[src/rtl/rx_poll_pkg.sv]
package rx_poll_pkg;
  typedef enum logic [1:0] {
    MODE_SLEEP   = 2'd0,
    MODE_STARTUP = 2'd1,
    MODE_BITCHK  = 2'd2,
    MODE_RECV    = 2'd3
  } rx_mode_e;
endpackage

[src/rtl/rx_tick_timer.sv]
module rx_tick_timer #(
  parameter int CNT_W   = 8,
  parameter int RST_VAL = 3
) (
  input  logic             clk,
  input  logic             rst,
  input  logic             load,
  input  logic [CNT_W-1:0] load_val,
  input  logic             tick,
  output logic             expired
);
  logic [CNT_W-1:0] cnt_q;

  always_ff @(posedge clk) begin
    if (rst)
      cnt_q <= CNT_W'(RST_VAL);
    else if (load)
      cnt_q <= load_val;
    else if (tick && cnt_q != '0)
      cnt_q <= cnt_q - 1'b1;
  end

  assign expired = (cnt_q == '0);

  // each tick removes exactly one from a running count
  assert_tick_decrement_R3: assert property (@(posedge clk) disable iff (rst)
    (!load && tick && cnt_q != '0) |=> (cnt_q == $past(cnt_q) - 1'b1));

  // a load lands the programmed value
  assert_load_value_R3: assert property (@(posedge clk) disable iff (rst)
    load |=> (cnt_q == $past(load_val)));
endmodule

[src/rtl/rx_mode_fsm.sv]
module rx_mode_fsm
  import rx_poll_pkg::*;
#(
  parameter int CNT_W         = 8,
  parameter int STARTUP_TICKS = 3
) (
  input  logic             clk,
  input  logic             rst,
  input  logic             expired,
  input  logic             chk_pass,
  input  logic             chk_fail,
  input  logic             data_end,
  input  logic             off_cmd,
  input  logic             poll_en,
  input  logic             noise_dis,
  input  logic [CNT_W-1:0] sleep_len,
  output rx_mode_e         mode_q,
  output logic             data_valid_q,
  output logic             load,
  output logic [CNT_W-1:0] load_val
);
  localparam logic [CNT_W-1:0] STARTUP_LOAD = CNT_W'(STARTUP_TICKS);

  rx_mode_e nxt;

  always_comb begin
    nxt = mode_q;
    unique case (mode_q)
      MODE_SLEEP:   if (expired) nxt = MODE_STARTUP;
      MODE_STARTUP: if (expired) nxt = MODE_BITCHK;
      MODE_BITCHK: begin
        if (chk_pass)      nxt = MODE_RECV;
        else if (chk_fail) nxt = poll_en ? MODE_SLEEP : MODE_BITCHK;
      end
      MODE_RECV: begin
        if (off_cmd)
          nxt = poll_en ? MODE_SLEEP : MODE_STARTUP;
        else if (data_end && (noise_dis || poll_en))
          nxt = MODE_SLEEP;
      end
      default: nxt = MODE_STARTUP;
    endcase
  end

  assign load     = (nxt != mode_q) && (nxt == MODE_SLEEP || nxt == MODE_STARTUP);
  assign load_val = (nxt == MODE_SLEEP) ? sleep_len : STARTUP_LOAD;

  always_ff @(posedge clk) begin
    if (rst) begin
      mode_q       <= MODE_STARTUP;
      data_valid_q <= 1'b0;
    end else begin
      mode_q       <= nxt;
      data_valid_q <= (nxt == MODE_RECV);
    end
  end

  assert_valid_gate_R11: assert property (@(posedge clk) disable iff (rst)
    data_valid_q == (mode_q == MODE_RECV));

  assert_pass_enters_recv_R4: assert property (@(posedge clk) disable iff (rst)
    (mode_q == MODE_BITCHK && chk_pass) |=> (mode_q == MODE_RECV));

  assert_fail_retry_R5: assert property (@(posedge clk) disable iff (rst)
    (mode_q == MODE_BITCHK && !chk_pass && chk_fail && !poll_en) |=> (mode_q == MODE_BITCHK));

  assert_off_skips_sleep_R7: assert property (@(posedge clk) disable iff (rst)
    (mode_q == MODE_RECV && off_cmd && !poll_en) |=> (mode_q == MODE_STARTUP));

  assert_stay_awake_R8: assert property (@(posedge clk) disable iff (rst)
    (mode_q == MODE_RECV && !off_cmd && data_end && !poll_en && !noise_dis) |=> (mode_q == MODE_RECV));

  assert_sleep_expiry_R3: assert property (@(posedge clk) disable iff (rst)
    (mode_q == MODE_SLEEP && expired) |=> (mode_q == MODE_STARTUP));
endmodule

[src/rtl/rx_poll_ctrl.sv]
module rx_poll_ctrl
  import rx_poll_pkg::*;
#(
  parameter int SLEEP_W       = 8,
  parameter int STARTUP_TICKS = 3
) (
  input  logic               clk,
  input  logic               rst,
  input  logic               tick,
  input  logic               chk_pass,
  input  logic               chk_fail,
  input  logic               data_end,
  input  logic               off_cmd,
  input  logic               poll_en,
  input  logic               noise_dis,
  input  logic [SLEEP_W-1:0] sleep_len,
  output logic [1:0]         mode,
  output logic               data_valid
);
  logic               load;
  logic [SLEEP_W-1:0] load_val;
  logic               expired;
  rx_mode_e           mode_q;

  rx_tick_timer #(.CNT_W(SLEEP_W), .RST_VAL(STARTUP_TICKS)) i_timer (
    .clk      (clk),
    .rst      (rst),
    .load     (load),
    .load_val (load_val),
    .tick     (tick),
    .expired  (expired)
  );

  rx_mode_fsm #(.CNT_W(SLEEP_W), .STARTUP_TICKS(STARTUP_TICKS)) i_fsm (
    .clk          (clk),
    .rst          (rst),
    .expired      (expired),
    .chk_pass     (chk_pass),
    .chk_fail     (chk_fail),
    .data_end     (data_end),
    .off_cmd      (off_cmd),
    .poll_en      (poll_en),
    .noise_dis    (noise_dis),
    .sleep_len    (sleep_len),
    .mode_q       (mode_q),
    .data_valid_q (data_valid),
    .load         (load),
    .load_val     (load_val)
  );

  assign mode = mode_q;
endmodule

[config.mk]
export PLATFORM = sky130hd
export DESIGN_NAME = rx_poll_ctrl
export DESIGN_NICKNAME = d
export VERILOG_FILES = /design/src/rtl/rx_poll_pkg.sv /design/src/rtl/rx_tick_timer.sv /design/src/rtl/rx_mode_fsm.sv /design/src/rtl/rx_poll_ctrl.sv
export SDC_FILE = /design/constraint.sdc
export NUM_CORES = 1
export LEC_CHECK = 0
export BUFFER_PORTS_ARGS = -buffer_cell sky130_fd_sc_hd__buf_4
export CORE_ASPECT_RATIO = 1.1
export CORE_MARGIN = 5
export CORE_UTILIZATION = 46
export DETAILED_ROUTE_END_ITERATION = 7
export GPL_TIMING_DRIVEN = 0
export PLACE_DENSITY = 0.74
export SKIP_CTS_REPAIR_TIMING = 1
export SYNTH_ARGS = -nofsm -noshare
export SYNTH_HDL_FRONTEND = slang
export SYNTH_HIERARCHICAL = 1
export SYNTH_SLANG_ARGS = --single-unit
[constraint.sdc]
create_clock -name clk -period 2.58 [get_ports clk]
set_input_delay 0 -clock clk [delete_from_list [all_inputs] [get_ports clk]]
set_output_delay 0 -clock clk [all_outputs]
set_load 0.02 [all_outputs]
; Word level (Yosys, flattened, before mapping)
; Index checks and enable logic that the tools add are counted.
[word_totals]
ff_bits = 11
latch_bits = 0
ramBits = 0
romBits = 0
input_bits = 17
wordCells = 32
memories = 0
[classes]
add_sub_neg = 1
n_mul = 0
div_mod_pow = 0
n_lt_le_gt_ge = 0
n_eq_ne = 6
shifts = 0
n_mux = 12
bitwise = 0
reduce_logical = 10
[ops]
columns = cell, n
row1 = 8-bit 2-to-1 mux, 3
row2 = 2-bit 2-to-1 mux, 7
row3 = 8-bit zero test, 1
row4 = 2-bit one-hot mux with 4 select lines, 1
row5 = 8-bit nonzero test, 1
row6 = 8-bit by 1-bit subtractor with 8-bit output (second input constant), 1
row7 = 2-bit equality test (second input constant), 3
row8 = 2-bit by 1-bit equality test with 1-bit output (second input constant), 2
row9 = 2-bit zero test, 2
row10 = 1-bit logical AND, 3
row11 = 1-bit logical OR, 2
row12 = 2-bit inequality test, 1
row13 = 2-bit nonzero test, 1
row14 = 1-bit 2-to-1 mux, 1

; Depth between registers and ports, before layout
[logic_depth]
depth_word = 9
depth_mapped = 12

; Cells and area by module
; Netlist, hierarchy kept.
[modules_own_cells]
columns = mod, n_inst, cells_each, area_each_um2, seq_area_each_um2
row1 = rx_tick_timer, 1, 60, 520.5, 160.2
row2 = rx_mode_fsm, 1, 37, 255.2, 60.1

; Worst setup path after synthesis
; Ideal clock, no wire load.
[synth_timing]
kind = register to register
from = register i_timer.cnt_q[0]
to = register i_timer.cnt_q[1]
arrival_ns = 2.394
path_slack_ns = 0.042
stages_incl_launch_ff = 11
path_buffers = 1
path_cell_list = dfxtp_1 -> inv_1 -> ha_1 -> or3b_2 -> nor2_1 -> nor2_1 -> a221o_1 -> buf_6 -> or3_1 -> a21oi_1 -> o311ai_0
[synth_via]
elab_cells_between_ends = 16
[synth_rtl]
columns = element, line_no
row1 = start: declaration, rx_tick_timer.sv:12  ; logic [CNT_W-1:0] cnt_q;
row2 = start signal: assignment, rx_tick_timer.sv:16  ; cnt_q <= CNT_W'(RST_VAL);
row3 = start signal: assignment, rx_tick_timer.sv:18  ; cnt_q <= load_val;
row4 = start signal: assignment, rx_tick_timer.sv:20  ; cnt_q <= cnt_q - 1'b1;
row5 = 8-bit zero test *, rx_tick_timer.sv:23  ; assign expired = (cnt_q == '0);
row6 = net expired, rx_poll_ctrl.sv:22  ; logic expired;
row7 = 2-bit 2-to-1 mux (on tied branches), "rx_mode_fsm.sv:30, rx_mode_fsm.sv:29"
row8 = 2-bit one-hot mux with 4 select lines *, rx_mode_fsm.sv:28  ; unique case (mode_q)
row9 = 2-bit zero test *, rx_mode_fsm.sv:46  ; assign load_val = (nxt == MODE_SLEEP) ? sleep_len : STARTUP_LOAD;
row10 = 8-bit 2-to-1 mux *, rx_mode_fsm.sv:46
row11 = net load_val[1], rx_poll_ctrl.sv:21  ; logic [SLEEP_W-1:0] load_val;
row12 = 8-bit 2-to-1 mux *, rx_tick_timer.sv:17  ; else if (load)
; Mark *: on every way through the listed nets, which the timed path passes. The rest lies on a longest branch. The select of a mux whose other input is x is not followed.
; A chain may end at the register's enable or synchronous reset.

; Final worst setup path
; Same ends and word-level chain as after synthesis.

==> metrics.md <==
| Metric | Value |
|---|---|
| Standby leakage power | 0.4126 nW |
| Clock insertion delay at the later pin of the skew report | 270 ps |
| Fraction of layout cells with a size suffix above 1 | 33.61% |
| Pins over their slew limit | 0 |
| Arrival time of data at the critical path endpoint | 2580 ps |
| Simple logic cell fraction of the synthesized area | 33.71% |
| Post-synthesis xor/xnor area fraction | 2.258% |
| Kind of path behind the tightest hold check | in2reg |
| Syn_area_per_cell | 7.997 um^2 |
| Die Height | 53.07 um |
| RSZ-0062 raised after global routing | no |
| Met3 Track Usage GR | 3.944% |
| Post-synthesis sequential area ratio | 28.39% |
| Kind of start point of the critical path | register |
| Total of warnings raised by yosys | 6 |
| Commonest non-fill, non-tap cell in the layout | buf_4 |
| Number of nets in the layout | 142 |
| X dimension of the die | 49.16 um |
| Required time of the worst setup path | 2700 ps |
| Via count of the first global-routing pass | 724 |
| Max-cap violation count | 0 |
| Die footprint | 2609 um^2 |
| First-pass GRT wire length | 3.208 mm |
| Cell area power density | 631.7 nW/um^2 |
| Main flop type after synthesis | dfxtp_1 |
| Highest achievable clock rate | 407.8 MHz |
| Result of the run | complete, no violations |
| Main combinational cell family by area after synthesis | simple AND/OR/NAND/NOR gates |
| H-Tree Level Count | 1 |
| Number of optimization iterations in the first detailed-route pass | 4 |
| CTS sink cnt | 11 |
| Proportion of synthesized area in mux cells | 2.581% |
| Crit share post-route | 95.05% |
| Final ANT Viol Nets | 0 |
| Cell type contributing the most total cell area after synthesis | dfxtp_1 |
| Maximum number of pins on one net before global-route repair | 11 |
| Final cell count without fillers | 139 |
| Via density per instance | 5.576 |
| Top area cells in the synthesized netlist | dfxtp_1, inv_1, or3_1, a21oi_1, nor3_1 |
| Remaining global-route overflow | 0 |
| Worst-Margin Slew | 445.5 ps |
| Number of buffers between clock root and the deepest sink | 2 |
| Instance count of the mapped netlist | 97 |
| Effective utilization at floorplan | 49.21% |
| Largest clock skew in the final design | 0.6952 ps |
| Overall fraction of global-route tracks in use | 15.61% |
| Largest fanout on the critical path | 10 |
| Post-Synth Adder-Cell Area | 3.226% |
| Worst-path cell with the longest stage delay | or3b_4 |
| Routability congestion estimate from global placement | 0.7831 |
| Slowest stage delay, CP | 410 ps |
| Via count | 775 |
| Placed Instances | 133 |
| Share of flip-flops with an asynchronous set or reset | 0% |
| Worst ir drop on vdd | 0.0004843 V |
| Number of antenna diodes | 0 |
| Grt met2 use | 25.97% |
| Met1 usage in global routing | 18.92% |
| Number of synthesized register bits | 11 |
| Initial antenna violation count | 0 |
| Post-route standard cell area excluding fillers | 1012 um^2 |
| Clock period minus final worst setup slack | 2452 ps |
| Area of the multi-input gates | 503.0 um^2 |
| Path type of the worst setup path | reg2reg |
| Routed wire length per instance | 13.55 um |
| Detailed-route wire length | 1.883 mm |
| Number of buffers created by CTS | 3 |
| Number of buffer and inverter instances along the worst setup path | 2 |
| Detail Placement HPWL | 1.410 mm |
| Final hold viol count | 0 |
| # setup viols final | 0 |
| Count of buffers from port buffering | 19 |
| Fraction of post-synthesis cell area in the top cell type by area | 28.39% |
| Relative slew slack | 70.30% |
| TritonCTS clock tree | yes |
| Crit path cell chain | inv_2, ha_1, or3b_4, nor2_4, nor2_1, a221o_1, buf_6, or3_1, a21oi_2, o311ai_0 |
| Commonest non-fill, non-tap cells in the layout | buf_4, inv_1, dfxtp_1 |
| Total area of sequential cells | 222.7 um^2 |
| Count of pins on the block boundary | 20 |
| Post-placement cell area | 939.7 um^2 |
| Kind of end point of the critical path | register |
| Number of filler instances in the final layout | 161 |
| Layout area overhead | 30.48% |
| Worst slack on hold paths | 45.62 ps |
| Distinct cells, synth | 40 |
| Syn Nets | 116 |
| Global routing's busiest layer | met2 |
| Setup Total Neg Slack | 0 ps |
| First-iteration detailed-routing DRC count | 10 |
| Synthesized area | 775.7 um^2 |
| Area of the core | 1577 um^2 |
| EDFF count, synth | 0 |
| CP delay by family, top | simple AND/OR/NAND/NOR gates |
| Synthesized-area fraction occupied by ao, oa, aoi and oai cells | 20.97% |
| Count of standard-cell rows | 15 |
| Number of remaining DRC errors | 0 |
| Root Buffer Master | clkbuf_4 |
| Worst-path clk slew | 70 ps |
## cell families (layout without fill, tap and decap cells)
logic type                 count (synthesis)  count (layout)
and+or+nand+nor                           42              42
AOI/OAI and AO/OA                         22              22
buffers and inverters                     16              41
DFF                                       11              11
adders and majority gates                  2               2
xor gates and xnor gates                   2               2
muxes                                      2               2
## power breakdown
part	internal [mW]	switching, mW
registers	0.200	0.0336
logic	0.137	0.148
clock network	0.0598	0.0601
## path summary, 6_finish.rpt
path	end	depth (start not counted)	slack, ps	from
setup reg to reg	i_timer/cnt_q[1]$_SDFFE_PP1P_	10	130	i_timer/cnt_q[0]$_SDFFE_PP1P_
hold reg to reg	i_timer/cnt_q[1]$_SDFFE_PP1P_	2	600	i_timer/cnt_q[1]$_SDFFE_PP1P_
setup / recovery	i_timer/cnt_q[1]$_SDFFE_PP1P_	10	130	i_timer/cnt_q[0]$_SDFFE_PP1P_
hold / removal	i_timer/cnt_q[7]$_SDFFE_PP0P_	3	50	tick
## synth_stat cells, drive strengths merged (3+ instances only)
| cell | n |
|---|---|
| nor3 | 7 |
| inv | 11 |
| nand2 | 5 |
| nor2b | 3 |
| nor3b | 4 |
| a21oi | 7 |
| or3 | 6 |
| buf | 3 |
| dfxtp | 11 |
| o21ai | 4 |
| nor2 | 6 |
## metal layers
| metal | part of all wire (%) | routed length [um] | up-vias |
|---|---|---|---|
| met5 | 0 | 0 | - |
| met4 | 0 | 0 | 0 |
| met3 | 6.3 | 118 | 0 |
| met2 | 47 | 883 | 19 |
| met1 | 47 | 881 | 357 |
| li1 | - | - | 399 |
## registers in the layout, indices dropped and copies added, names as in the netlist
register,count
i_fsm/data_valid_q,1
i_timer/cnt_q,8
i_fsm/mode_q,2
## tightest hold or removal path: cells and delay by family
kind / cells / cell delay (ps)
simple gates: 1 / 60
buf+inv: 1 / 140
compound gates: 1 / 60
## through the flow
step / setup WS, ps / total power, mW / utilization [%]
2_1_floorplan: 42.37 / 0.4259 / -
5_1_grt: 5.723 / 0.6939 / 64.21
4_1_cts: -423.9 / 0.6189 / 61.27
6_report: 127.8 / 0.6394 / 64.21
3_5_place_dp: -392.0 / 0.4981 / 59.60
3_3_place_gp: -409.3 / 0.4926 / 59.60
## final cells by class
cell class	instances	share of cell area (%)
Buffer	4	2.967
Clock buffer	4	2.596
Inverter	11	4.079
Multi-Input combinational cell	70	49.69
Sequential cell	11	22.00
Tap cell	17	2.101
Timing Repair Buffer	22	16.56
Note: power is estimated with default switching activity, not from simulation.
